[src/rtl/adc_seq_pkg.sv]
package adc_seq_pkg;

    localparam int TMR_COUNT = 4;

    localparam logic [2:0] MODE_SW  = 3'b000;
    localparam logic [2:0] MODE_T0  = 3'b001;
    localparam logic [2:0] MODE_T2  = 3'b010;
    localparam logic [2:0] MODE_T1  = 3'b011;
    localparam logic [2:0] MODE_EXT = 3'b100;
    localparam logic [2:0] MODE_T3  = 3'b101;

    typedef enum logic [1:0] {
        SEQ_IDLE  = 2'd0,
        SEQ_TRACK = 2'd1,
        SEQ_CONV  = 2'd2
    } seq_state_e;

    typedef struct packed {
        logic fire;
        logic is_ext;
    } trig_t;

    // Internal start request for the selected source; reserved codes give 0.
    function automatic logic internal_hit(
        input logic [2:0]           mode,
        input logic                 sw,
        input logic [TMR_COUNT-1:0] tmr
    );
        case (mode)
            MODE_SW: internal_hit = sw;
            MODE_T0: internal_hit = tmr[0];
            MODE_T1: internal_hit = tmr[1];
            MODE_T2: internal_hit = tmr[2];
            MODE_T3: internal_hit = tmr[3];
            default: internal_hit = 1'b0;
        endcase
    endfunction

    function automatic logic is_ext_mode(input logic [2:0] mode);
        is_ext_mode = (mode == MODE_EXT);
    endfunction

endpackage

[src/rtl/adc_seq_trig.sv]
module adc_seq_trig
    import adc_seq_pkg::*;
#(
    parameter int SYNC_STAGES = 2
) (
    input  logic                 clk,
    input  logic                 rst,
    input  logic [2:0]           trig_mode,
    input  logic                 sw_start,
    input  logic [TMR_COUNT-1:0] tmr_ovf,
    input  logic                 ext_pin,
    output trig_t                req,
    output logic                 pin_level
);

    logic [SYNC_STAGES-1:0] sync_q;
    logic                   prev_q;
    logic                   ext_rise;

    // Synchronizer chain resets high so a pin held high is not seen as an edge.
    generate
        if (SYNC_STAGES > 1) begin : g_chain
            always_ff @(posedge clk) begin
                if (rst) sync_q <= '1;
                else     sync_q <= {sync_q[SYNC_STAGES-2:0], ext_pin};
            end
        end else begin : g_single
            always_ff @(posedge clk) begin
                if (rst) sync_q <= '1;
                else     sync_q <= ext_pin;
            end
        end
    endgenerate

    always_ff @(posedge clk) begin
        if (rst) prev_q <= 1'b1;
        else     prev_q <= pin_level;
    end

    assign pin_level = sync_q[SYNC_STAGES-1];
    assign ext_rise  = pin_level & ~prev_q;

    always_comb begin
        req.is_ext = is_ext_mode(trig_mode);
        req.fire   = req.is_ext ? ext_rise
                                : internal_hit(trig_mode, sw_start, tmr_ovf);
    end

endmodule

[src/rtl/adc_seq_fsm.sv]
module adc_seq_fsm
    import adc_seq_pkg::*;
#(
    parameter int TRACK_CLKS = 3,
    parameter int CONV_CLKS  = 14
) (
    input  logic       clk,
    input  logic       rst,
    input  logic       lp_track,
    input  trig_t      req,
    output seq_state_e state,
    output logic       done
);

    localparam int CNT_MAX = (TRACK_CLKS > CONV_CLKS) ? TRACK_CLKS : CONV_CLKS;
    localparam int CW      = $clog2(CNT_MAX + 1);
    localparam logic [CW-1:0] TRK_LOAD = CW'(TRACK_CLKS - 1);
    localparam logic [CW-1:0] CNV_LOAD = CW'(CONV_CLKS - 1);
    localparam bit HAS_WINDOW = (TRACK_CLKS > 0);

    seq_state_e    state_q, state_d;
    logic [CW-1:0] cnt_q, cnt_d;
    logic          done_q, done_d;

    always_comb begin
        state_d = state_q;
        cnt_d   = cnt_q;
        done_d  = 1'b0;
        case (state_q)
            SEQ_IDLE: begin
                if (req.fire) begin
                    if (lp_track && !req.is_ext && HAS_WINDOW) begin
                        state_d = SEQ_TRACK;
                        cnt_d   = TRK_LOAD;
                    end else begin
                        state_d = SEQ_CONV;
                        cnt_d   = CNV_LOAD;
                    end
                end
            end
            SEQ_TRACK: begin
                if (cnt_q == '0) begin
                    state_d = SEQ_CONV;
                    cnt_d   = CNV_LOAD;
                end else begin
                    cnt_d = cnt_q - 1'b1;
                end
            end
            SEQ_CONV: begin
                if (cnt_q == '0) begin
                    state_d = SEQ_IDLE;
                    done_d  = 1'b1;
                end else begin
                    cnt_d = cnt_q - 1'b1;
                end
            end
            default: begin
                state_d = SEQ_IDLE;
                cnt_d   = '0;
            end
        endcase
    end

    always_ff @(posedge clk) begin
        if (rst) begin
            state_q <= SEQ_IDLE;
            cnt_q   <= '0;
            done_q  <= 1'b0;
        end else begin
            state_q <= state_d;
            cnt_q   <= cnt_d;
            done_q  <= done_d;
        end
    end

    assign state = state_q;
    assign done  = done_q;

endmodule

[src/rtl/adc_seq_out.sv]
module adc_seq_out
    import adc_seq_pkg::*;
(
    input  seq_state_e state,
    input  logic       lp_track,
    input  logic       ext_mode,
    input  logic       pin_level,
    input  logic       standby,
    output logic       track_en,
    output logic       conv_en,
    output logic       busy
);

    always_comb begin
        conv_en = (state == SEQ_CONV);
        busy    = (state != SEQ_IDLE);
        if (standby) begin
            track_en = 1'b0;
        end else if (!lp_track) begin
            track_en = !conv_en;
        end else begin
            case (state)
                SEQ_TRACK: track_en = 1'b1;
                SEQ_IDLE:  track_en = ext_mode && !pin_level;
                default:   track_en = 1'b0;
            endcase
        end
    end

endmodule

[src/rtl/adc_track_seq.sv]
module adc_track_seq
    import adc_seq_pkg::*;
#(
    parameter int TRACK_CLKS  = 3,
    parameter int CONV_CLKS   = 14,
    parameter int SYNC_STAGES = 2
) (
    input  logic       clk,
    input  logic       rst,
    input  logic       lp_track,
    input  logic [2:0] trig_mode,
    input  logic       sw_start,
    input  logic [3:0] tmr_ovf,
    input  logic       ext_pin,
    input  logic       standby,
    output logic       track_en,
    output logic       conv_en,
    output logic       busy,
    output logic       done
);

    trig_t      req;
    logic       pin_level;
    seq_state_e state;

    adc_seq_trig #(.SYNC_STAGES(SYNC_STAGES)) u_trig (
        .clk       (clk),
        .rst       (rst),
        .trig_mode (trig_mode),
        .sw_start  (sw_start),
        .tmr_ovf   (tmr_ovf),
        .ext_pin   (ext_pin),
        .req       (req),
        .pin_level (pin_level)
    );

    adc_seq_fsm #(.TRACK_CLKS(TRACK_CLKS), .CONV_CLKS(CONV_CLKS)) u_fsm (
        .clk      (clk),
        .rst      (rst),
        .lp_track (lp_track),
        .req      (req),
        .state    (state),
        .done     (done)
    );

    adc_seq_out u_out (
        .state     (state),
        .lp_track  (lp_track),
        .ext_mode  (req.is_ext),
        .pin_level (pin_level),
        .standby   (standby),
        .track_en  (track_en),
        .conv_en   (conv_en),
        .busy      (busy)
    );

endmodule

[config.mk]
export PLATFORM = sky130hd
export DESIGN_NAME = adc_track_seq
export DESIGN_NICKNAME = d
export VERILOG_FILES = /design/src/rtl/adc_seq_pkg.sv /design/src/rtl/adc_seq_trig.sv /design/src/rtl/adc_seq_fsm.sv /design/src/rtl/adc_seq_out.sv /design/src/rtl/adc_track_seq.sv
export SDC_FILE = /design/constraint.sdc
export NUM_CORES = 1
export LEC_CHECK = 0
export CAP_MARGIN = 20
export CORE_UTILIZATION = 30
export CTS_CLUSTER_DIAMETER = 100
export DETAILED_ROUTE_END_ITERATION = 7
export HOLD_SLACK_MARGIN = 0.06
export SETUP_SLACK_MARGIN = 0.05
export SLEW_MARGIN = 25
export SYNTH_ARGS = -nofsm -noshare
export SYNTH_HDL_FRONTEND = slang
export SYNTH_SLANG_ARGS = --single-unit
[constraint.sdc]
create_clock -name clk -period 2.3 [get_ports clk]
set_input_delay 0.46 -clock clk [delete_from_list [all_inputs] [get_ports clk]]
set_output_delay 0.46 -clock clk [all_outputs]
set_load 0.02 [all_outputs]
==> results by group, run 1 <==
CTS
  • # Post-CTS Setup Buffers: 0
  • CTS H-tree depth: 1
  • Sink Count: 10
  • CTS Buf Count: 3
  • CTS clk-pin slew, worst paths: 60 ps
  • Clk Latency, worst-skew pair: 260 ps
  • Root buffer cell: clkbuf_4
  • Hold Buf Count CTS: 0
  • Clk buf depth: 2
  • CTS tree: built

Routing
  • DRC viols: 0
  • Final ANT Viol Nets: 0
  • Vias: 684
  • Drt first pass iters: 4
  • 1st-iter DRT viols: 10
  • Vias per cell: 5.10
  • DR WL/cell: 11.9 um
  • Post-Route WL: 1.60 mm

Floorplanning
  • Die width: 50.5 um
  • Die Area: 2550 sq um
  • Initial Util: 32.0%
  • Placeable core area: 2210 sq um
  • Die Height: 50.5 um
  • Row count: 17
  • IO Count: 17

Min path
  • HP Class: reg2reg

Yosys
  • Post-synth cell types: 37
  • Syn avg cell area: 8.62 sq um
  • Sequential share of the synthesized area: 28.3%
  • Main synth FF type: dfxtp_1
  • Cells after Synth: 82
  • Syn_nets: 96
  • Ys async rst share: 0%
  • Synthesized area: 707 sq um
  • Synth warn: 0
  • Seq cells post-synth: 10
  • Post-synth EDFFs: 0

Placement
  • HPWL after detailed placement: 1.29 mm
  • GP Congestion: 0.790
  • PortBufs: 16
  • Place WS: -376 ps
  • Placed Cells: 130
  • Post-DP Area: 943 sq um

STA
  • F_max: 481 MHz
  • Final Hold Vio Count: 0
  • Setup TNS: 0 ps
  • Final setup margin: 222 ps
  • Worst Tran Pin Value: 549 ps
  • Slew headroom: 63.4%
  • Setup-failing EPs final: 0
  • Period utilization: 90.3%
  • Hold Slack: 411 ps
  • RSZ-0062 raised after global routing: false
  • Final max-slew violation count: 0
  • Tmin final: 2080 ps
  • Final Skew: 5.19 ps

Power
  • Sequential power share: 32.2%
  • Leak Pwr: 0.409 nW
  • Combinational Power Share: 47.5%
  • Power Internal: 474 uW
  • Worst VDD drop: 0.374 mV
  • Switching Share: 37.5%
  • Total power: 759 uW
  • Power share of the clock group: 20.3%
  • Pwr dens: 779 nW/um^2
  • Switching pwr: 285 uW

Setup path
  • Worst Setup Path Type: in2out
  • Crit start category: input port
  • CP Max Fanout: 2
  • CP Capture Type: output pin
  • WP data arrival: 1620 ps
  • Worst Path Required: 1840 ps

Global route
  • Largest net degree at the start of global routing: 12
  • Vias in the first global route: 681
  • Initial antenna violation count: 0
  • First-pass GRT wire length: 2.94 mm
  • Total gr overflow: 0
  • Total GRT Usage: 14.9%

Finish
  • Post-layout util: 44.0%
  • Most frequent cells in the layout: clkdlybuf4s50_1, dfxtp_1, inv_1, nor2_1, buf_4
  • Multi-input logic area: 465 sq um
  • Commonest non-fill, non-tap cell in the layout: clkdlybuf4s50_1
  • Filler cells: 218
  • Synth-to-Final Area Change: 37.7%
  • Final nets: 121
  • Layout cells sized above 1: 20.8%
  • Storage cell area: 200 sq um
  • N_diodes: 0
  • Final std cells w/o fill: 134
  • Design area: 973 sq um

Outcome
  • Outcome: completed

Flow run
  • MaxCap Viol Count: 0
## power by group through the flow
| stage | clock [mW] | sequential, mW | combinational [mW] |
|---|---|---|---|
| after floorplan | 0 | 0.232 | 0.262 |
| after global routing | 0.172 | 0.251 | 0.403 |
| after detailed placement | 0 | 0.246 | 0.363 |
| after CTS | 0.159 | 0.242 | 0.362 |
| after global placement | 0 | 0.244 | 0.358 |
| final | 0.154 | 0.244 | 0.360 |
## registers in the layout (all words and copies together), names as in the netlist
| signal | count |
|---|---|
| u_fsm.cnt_q | 4 |
| u_fsm.done | 1 |
| u_fsm.state | 2 |
| u_trig.prev_q | 1 |
| u_trig.sync_q | 2 |
## layer usage
layer	vias to the layer above	GRT usage, %	routed length, um
met3	2	3.03	76
met5	-	0	0
met1	314	19.2	785
li1	352	-	-
met2	16	24.7	728
met4	0	4.63	8
## layout make-up
class	instances	area share [%]
timing repair buffer	23	21.2
inverter	8	3.08
clock buffer	4	3.73
sequential	10	20.6
multi-input combinational	61	47.8
tap	28	3.60
## worst paths after layout
check	startpoint	to	cells after the start	slack [ps]
worst max-delay path	trig_mode[0]	track_en	6	220
worst min-delay path	u_trig.sync_q[0]$_SDFF_PP1_	u_trig.sync_q[1]$_SDFF_PP1_	1	410
worst max register to register	u_fsm.cnt_q[0]$_SDFFE_PP0P_	u_fsm.cnt_q[1]$_SDFFE_PP0P_	6	510
worst min register to register	u_trig.sync_q[0]$_SDFF_PP1_	u_trig.sync_q[1]$_SDFF_PP1_	1	410
## critical path, stage by stage
cell	delay, ps
dlygate4sd2_1	240
or3b_4	390
nor2_1	110
nor3_1	50
nor3_1	180
buf_2	190
## repair_timing
item                                    CTS  global route
resized for setup                         8             1
endpoints found under the hold margin     0             0
pin swaps                                 3             0
endpoints found under the setup margin    1             1
## logic make-up (layout without fill, tap and decap cells)
family / count (synthesis) / after routing / share of synthesized area (%)
simple gates: 34 / 34 / 28.5
compound gates: 22 / 22 / 29.2
buf+inv: 11 / 35 / 5.84
flops: 10 / 10 / 28.3
mux: 4 / 4 / 6.37
fa+ha+maj: 1 / 1 / 1.77
## Yosys cell counts (2+ instances only)
cell type,number,share of area (%)
inv_1,7,3.7
nor3_1,3,2.1
clkbuf_1,3,1.6
dfxtp_1,10,28
nor4b_1,2,2.5
or2_2,3,2.7
nor3b_1,2,2.1
o211ai_1,2,2.1
o21bai_1,2,2.1
a21oi_1,5,3.5
nor2b_1,4,3.5
nand3b_1,2,2.1
mux2i_1,3,4.2
nor2_1,7,3.7
nand2_1,5,2.7
Note: power is estimated with default switching activity, not from simulation.
==> inputs of run 2 (changes only) <==
- CORE_ASPECT_RATIO: not set -> 1.5
- GPL_TIMING_DRIVEN: not set -> 0
- clock period: 2.3 -> 2.1 ns (I/O delays scaled with it)
==> run 2 against run 1 <==
Against the previous run: sequential power up 9.8%; critical path depth did not move; global-route usage is 1.2 points lower; combinational power up 8.3%; wire length grew 2.6%; register-to-register slack worse by 210 ps.
==> results by group, run 2 (synthesis results as in run 1) <==
Power
  • Switching pwr: 317 uW (+11%)
  • Pwr dens: 897 nW/um^2 (+15%)
  • Sequential power share: 32.2% (about the same)
  • Worst VDD drop: 0.498 mV (+33%)
  • Power Internal: 515 uW (+8.5%)
  • Total power: 831 uW (+9.6%)
  • Leak Pwr: 0.383 nW (-6.4%)
  • Switching Share: 38.1% (+0.59 points)
  • Combinational Power Share: 46.9% (-0.6 points)
  • Power share of the clock group: 20.9% (+0.6 points)

Setup path
  • CP Max Fanout: 5 (+3)
  • Most frequent CP cell: nor3_1
  • CP Capture Type: output pin
  • Worst Path Required: 1680 ps (-160 ps)
  • CP max stage cell: or3b_4
  • Crit start category: input port
  • CP max stage delay: 400 ps (about the same)
  • WP data arrival: 1500 ps (-120 ps)
  • Worst Setup Path Type: in2out
  • Crit path buf inv count: 2 (unchanged)
  • Cell Chain, Critical Path: clkbuf_2 -> or3b_4 -> nor2_2 -> nor3_1 -> nor3_1 -> buf_2
  • Top delay family on crit path: simple AND/OR/NAND/NOR gates

CTS
  • Clk buf depth: 2 (unchanged)
  • CTS clk-pin slew, worst paths: 70 ps (about the same)
  • Sink Count: 10 (unchanged)
  • CTS H-tree depth: 1 (unchanged)
  • CTS tree: built
  • Clk Latency, worst-skew pair: 260 ps (about the same)
  • Root buffer cell: clkbuf_4
  • CTS Buf Count: 3 (unchanged)

Finish
  • Post-layout util: 41.5% (-2.5 points)
  • Max reg flops: 4 (unchanged)
  • Synth-to-Final Area Change: 31.2%
  • Final nets: 117 (-3.3%)
  • Commonest non-fill, non-tap cell in the layout: clkdlybuf4s50_1
  • Largest Register: u_fsm.cnt_q
  • Final std cells w/o fill: 125 (-6.7%)
  • Layout cells sized above 1: 23.5% (+2.8 points)
  • Design area: 927 sq um (-4.8%)
  • N_diodes: 0 (unchanged)
  • Most frequent cells in the layout: clkdlybuf4s50_1, dfxtp_1, inv_1, nor2_1

Routing
  • Vias: 693 (+1.3%)
  • Drt first pass iters: 4 (unchanged)
  • Vias per cell: 5.54 (+8.6%)
  • DR WL/cell: 13.1 um (+10%)
  • Post-Route WL: 1.64 mm (+2.6%)
  • DRC viols: 0 (unchanged)
  • 1st-iter DRT viols: 16 (+6)
  • Final ANT Viol Nets: 0 (unchanged)

STA
  • Slew headroom: 61.8% (-1.5 points)
  • Final Hold Vio Count: 0 (unchanged)
  • Final setup margin: 182 ps (-40.7 ps)
  • Setup-failing EPs final: 0 (unchanged)
  • RSZ-0062 raised after global routing: false
  • Final Skew: 1.54 ps (-3.65 ps)
  • Final max-slew violation count: 0 (unchanged)
  • Hold Slack: 410 ps (-1.31 ps)
  • Setup TNS: 0 ps (unchanged)
  • Tmin final: 1920 ps
  • Worst Tran Pin Value: 572 ps (+22.7 ps)
  • F_max: 521 MHz
  • Period utilization: 91.3%

Outcome
  • Outcome: completed

Global route
  • Vias in the first global route: 624 (-8.4%)
  • Largest net degree at the start of global routing: 11 (-1)
  • First-pass GRT wire length: 2.69 mm (-8.4%)
  • Initial antenna violation count: 0 (unchanged)
  • Total GRT Usage: 13.7% (-1.2 points)
  • Total gr overflow: 0 (unchanged)

Floorplanning
  • Die Area: 2560 sq um (+0.15%)
  • Initial Util: 31.7% (-0.30 points)
  • Row count: 21 (+4)
  • IO Count: 17 (unchanged)
  • Placeable core area: 2230 sq um (+0.96%)
  • Die width: 41.6 um (-18%)
  • Die Height: 61.5 um (+22%)

Placement
  • GP Congestion: 0.860 (+8.8%)
  • PortBufs: 16 (unchanged)
  • Post-DP Area: 896 sq um (-5.0%)
  • Placed Cells: 121 (-6.9%)
  • Place WS: -755 ps (-379 ps)
  • HPWL after detailed placement: 1.22 mm (-5.0%)

Flow run
  • MaxCap Viol Count: 0 (unchanged)

Min path
  • HP Class: reg2reg
-- run 2: power by group through the flow --
stage          clock (mW)  sequential (mW)  combinational (mW)
5_1_grt             0.192            0.273               0.426
2_1_floorplan           0            0.254               0.287
6_report            0.174            0.268               0.390
3_3_place_gp            0            0.261               0.390
3_5_place_dp            0            0.262               0.395
4_1_cts             0.180            0.265               0.387
-- run 2: final timing paths --
kind	endpoint	startpoint	cells past startpoint	slack (ps)
worst max-delay path	track_en	trig_mode[2]	6	180
worst min-delay path	u_trig.sync_q[1]$_SDFF_PP1_	u_trig.sync_q[0]$_SDFF_PP1_	1	410
worst max register to register	u_fsm.cnt_q[1]$_SDFFE_PP0P_	u_fsm.cnt_q[0]$_SDFFE_PP0P_	6	300
worst min register to register	u_trig.sync_q[1]$_SDFF_PP1_	u_trig.sync_q[0]$_SDFF_PP1_	1	410
-- run 2: layer usage --
metal | global-route usage [%] | wire length [um] | vias up
li1 | - | - | 343
met1 | 16.8 | 742 | 315
met2 | 21.7 | 751 | 29
met3 | 3.52 | 92 | 6
met4 | 8.29 | 53 | 0
met5 | 0 | 0 | -
-- run 2: area by class of cell --
class | count | area [sq um]
multi-input combinational | 61 | 470
buffer | 2 | 8.76
fill | 221 | 1310
inverter | 8 | 30.0
sequential | 10 | 203
timing repair buffer | 17 | 150
tap | 23 | 28.8
clock buffer | 4 | 36.3
-- run 2: worst reg2reg max path: cells and delay by family, from the launching register on --
family,cells,cell delay [ps]
flip-flops,1,330
multiplexers,1,280
AND/OR/NAND/NOR,1,430
buffers and inverters,1,100
adder cells (fa/ha/maj),1,250
AO/OA/AOI/OAI,2,300
-- run 2: repair_timing --
item                       CTS  global route
setup endpoints to repair    3             3
hold buffers                 0             0
pin swaps                    0             2
hold endpoints to repair     0             0
buffers inserted             0             1
resized for setup           13             7
